### config.mk
export PLATFORM = sky130hd
export DESIGN_NAME = bus_xcvr18
export DESIGN_NICKNAME = d
export VERILOG_FILES = /design/src/rtl/bus_xcvr18.sv
export SDC_FILE = /design/constraint.sdc
export NUM_CORES = 1
export LEC_CHECK = 0
export BUFFER_PORTS_ARGS = -buffer_cell sky130_fd_sc_hd__buf_2
export CAP_MARGIN = 20
export CORE_UTILIZATION = 35
export DETAILED_ROUTE_END_ITERATION = 12
export GPL_TIMING_DRIVEN = 0
export PLACE_DENSITY = 0.63
export SLEW_MARGIN = 10
export SYNTH_ARGS = -nofsm -noshare
export SYNTH_HDL_FRONTEND = slang
export SYNTH_SLANG_ARGS = --single-unit
### constraint.sdc
create_clock -name clk -period 1.4 [get_ports clk]
set_input_delay 0.14 -clock clk [delete_from_list [all_inputs] [get_ports clk]]
set_output_delay 0.14 -clock clk [all_outputs]
set_load 0.005 [all_outputs]
### src/rtl/bus_xcvr18.sv
module bus_xcvr_path #(
  parameter int W = 18
) (
  input  logic         clk,
  input  logic         rst_n,
  input  logic [W-1:0] d,
  input  logic         le,
  input  logic         ck,
  input  logic         cke_n,
  output logic [W-1:0] q
);
  logic         ck_q;
  logic [W-1:0] stor;
  logic         rise;

  assign rise = ck & ~ck_q;

  always_ff @(posedge clk or negedge rst_n) begin
    if (!rst_n) begin
      ck_q <= 1'b1;
      stor <= '0;
    end else begin
      ck_q <= ck;
      if (le || (rise && !cke_n)) stor <= d;
    end
  end

  assign q = le ? d : stor;
endmodule

module bus_xcvr18 #(
  parameter int W = 18
) (
  input  logic         clk,
  input  logic         rst_n,
  input  logic [W-1:0] a_in,
  output logic [W-1:0] a_out,
  output logic         a_oe,
  input  logic [W-1:0] b_in,
  output logic [W-1:0] b_out,
  output logic         b_oe,
  input  logic         ab_oe_n,
  input  logic         ab_le,
  input  logic         ab_ck,
  input  logic         ab_cke_n,
  input  logic         ba_oe_n,
  input  logic         ba_le,
  input  logic         ba_ck,
  input  logic         ba_cke_n
);
  bus_xcvr_path #(.W(W)) u_ab (
    .clk(clk), .rst_n(rst_n), .d(a_in), .le(ab_le),
    .ck(ab_ck), .cke_n(ab_cke_n), .q(b_out)
  );

  bus_xcvr_path #(.W(W)) u_ba (
    .clk(clk), .rst_n(rst_n), .d(b_in), .le(ba_le),
    .ck(ba_ck), .cke_n(ba_cke_n), .q(a_out)
  );

  assign b_oe = ~ab_oe_n;
  assign a_oe = ~ba_oe_n;
endmodule

==> flow_metrics.py <==
metrics = {
    "run_status": {
        "outcome": "finished, final reports clean",
    },
    "final_layout": {
        "final_common_cell": "sky130_fd_sc_hd__buf_2",
        "n_antenna_cell": 0,
        "finalInstanceArea_um2": 2908,
        "final_cell_mix": "87 x sky130_fd_sc_hd__buf_2, 72 x sky130_fd_sc_hd__nand2_1",
        "layout.cells.non_filler": 410,
        "final_layout_size_suffix_gt1_frac": 0.3254,
        "nNetsFinal": 380,
        "syn_to_final_growth_pct": 28.11,
    },
    "routing": {
        "drt-total-wl_um": 5617,
        "drc": 0,
        "routed-via-count": 2112,
        "final_antenna_net_count": 0,
        "route.detailed.vias_per_inst": 5.151,
        "firstDrtPassIters": 4,
        "first_iter_violations": 86,
        "routedWlPerCell_um": 13.70,
    },
    "yosys": {
        "syn_inst": 242,
        "syn_avg_cell_area_um2": 9.379,
        "area_of_the_mapped_netlist_um2": 2270,
        "synthesis.nets": 288,
        "ys_ff_latch": 38,
        "yosys_warnings": 0,
        "number_of_library_cell_types_mapped_by_synthesis": 11,
        "yosysSeqAreaShare": 0.4201,
    },
    "global_routing": {
        "globalRouteTotalUtil": 0.1796,
        "grt_overflow_total": 0,
        "number_of_antenna_violations_at_the_first_check_in_global_routing": 0,
        "grt_start_max_net_pins": 39,
        "first_pass_grt_wire_length_um": 9294,
        "grt_pass1_vias": 1971,
    },
    "placed_design": {
        "detailed_place.area_um2": 2759,
        "detailed_place_hpwl_um": 3964,
        "dp_cells": 396,
        "port_buffers": 79,
        "place_congestion": 0.7594,
    },
    "worst_setup_path": {
        "critical-path-slowest-cell": "sky130_fd_sc_hd__dfstp_2",
        "worstPathRequired_ns": 1.55,
        "path_max_fanout": 10,
        "crit_path_cell_trace": "buf_2 -> clkbuf_4 -> nand4bb_1 -> o211ai_1",
        "reg2regPathDepth": 4,
        "category_of_the_worst_setup_path_capture_point": "flip-flop",
        "critPathArrivalTime_ns": 1.47,
        "startpoint_class_of_the_critical_path": "flip-flop",
        "crit_type": "reg2reg",
        "cpPeakStageDelay_ns": 0.51,
    },
    "flow_run": {
        "cap_violations": 0,
    },
    "sta": {
        "finalSetupTns_ns": 0,
        "min_period_over_period": 0.9433,
        "hold_viol_final": 0,
        "worst_clock_skew_ns": 0.003664,
        "fmax_mhz": 757.2,
        "final.hold.worst_slack_ns": 0.05569,
        "drv_slew": 0,
        "relative_max_transition_margin": 0.4167,
        "worst_slew_pin_slew_ns": 0.8750,
        "period_minus_slack_ns": 1.321,
        "final-setup-viol-count": 0,
        "grt_setup_unrepaired": "no",
    },
    "die": {
        "io_pins": 84,
        "die_height_um": 82.53,
        "die_width_um": 82.53,
        "fp.coreArea_um2": 6096,
        "start_util": 0.3723,
        "num_rows": 28,
        "die_area_um2": 6811,
    },
    "clocking": {
        "cts_inserted_buffers": 5,
        "cts_htree_levels": 2,
        "clk_path_buf_depth": 2,
        "root_buffer": "sky130_fd_sc_hd__clkbuf_8",
        "tritoncts": "done",
        "cts.clk_slew.worst_paths_ns": 0.07,
        "worst_skew_pair.late_latency_ns": 0.28,
        "cts_num_sinks": 38,
    },
    "pwr": {
        "power.density_nw_per_um2": 899.6,
        "fin_total_pwr_mw": 2.616,
        "irDropWorstVdd_mv": 0.4318,
        "p_leak_nw": 1.403,
    },
    "hold_path": {
        "hp-class": "in2reg",
        "hold_depth": 1,
    },
}
[final cells by class]
type                            count  area (µm²)
Fill cell                         593        3188
Multi-Input combinational cell    182        1209
Sequential cell                    38       953.4
Timing Repair Buffer               85       442.9
Buffer                             20       110.1
Tap cell                           75       93.84
Clock buffer                        7       86.33
Inverter                            2       7.507
Clock inverter                      1       5.005
[cell usage after synthesis]
master / number / area share
sky130_fd_sc_hd__clkbuf_1: 10 / 0.017
sky130_fd_sc_hd__buf_2: 8 / 0.018
sky130_fd_sc_hd__nor3b_4: 2 / 0.017
sky130_fd_sc_hd__nand2_1: 72 / 0.12
sky130_fd_sc_hd__dfrtp_1: 36 / 0.40
sky130_fd_sc_hd__buf_6: 2 / 0.0099
sky130_fd_sc_hd__o211ai_1: 36 / 0.12
sky130_fd_sc_hd__nand2b_1: 36 / 0.099
sky130_fd_sc_hd__dfstp_2: 2 / 0.023
sky130_fd_sc_hd__inv_1: 2 / 0.0033
sky130_fd_sc_hd__nand4bb_1: 36 / 0.18
[per-stage QoR]
step,util,setup slack [ns]
6_report,0.4770,0.07942
5_1_grt,0.4770,0.005016
4_1_cts,0.4760,0.04459
3_5_place_dp,0.4526,-0.07608
3_3_place_gp,0.4526,-0.03945
2_1_floorplan,-,0.1759
[sequential cells by signal, summed over array words and instances (netlist names)]
signal	flops
u_ab.ck_q	1
u_ab.stor	18
u_ba.stor	18
u_ba.ck_q	1
[worst max-delay path, delay by kind of cell (launching register included)]
| kind | cells | cell delay (ns) |
|---|---|---|
| flip-flops | 1 | 0.51 |
| buffers and inverters | 2 | 0.44 |
| AND/OR/NAND/NOR | 1 | 0.13 |
| AO/OA/AOI/OAI | 1 | 0.11 |
[final timing paths]
check | from | end | slack [ns]
min in group asynchronous | rst_n | u_ab.stor[10] | 0.53
max in group asynchronous | rst_n | u_ba.stor[0] | 0.32
worst min register to register | u_ba.stor[16] | u_ba.stor[16] | 0.57
worst min-delay path | ba_ck | u_ba.ck_q | 0.06
worst max-delay path | u_ab.ck_q | u_ab.stor[17] | 0.08
worst max register to register | u_ab.ck_q | u_ab.stor[17] | 0.08
[power breakdown]
part	internal (mW)	leakage, nW	switching [mW]
registers	1.21	0.454	0.0287
clock network	0.397	0.0482	0.368
logic	0.293	0.901	0.318
total	1.90	1.40	0.715
[routing by layer]
layer | wire, µm | part of all wire | vias up | global-route usage
met1 | 2748 | 0.49 | 977 | 0.2413
met5 | 0 | 0 | - | 0
met4 | 23 | 0.0041 | 0 | 0.04138
met2 | 2426 | 0.43 | 86 | 0.2893
met3 | 419 | 0.075 | 2 | 0.04615
li1 | - | - | 1047 | -
[cell families (layout without fill, tap and decap cells)]
group | Yosys count | in the layout | synth area share
flip-flops | 38 | 38 | 0.4201
AND/OR/NAND/NOR | 146 | 146 | 0.4135
buffers and inverters | 22 | 115 | 0.04741
AO/OA/AOI/OAI | 36 | 36 | 0.1191
[timing repair]
action,4_1_cts,5_1_grt
setup buffers,5,0
setup endpoints to repair,28,23
hold buffers,1,0
cloned,0,0
hold endpoints to repair,17,0
gates resized for setup,3,6
pin swaps,2,0
(Power assumes the default switching activity.)
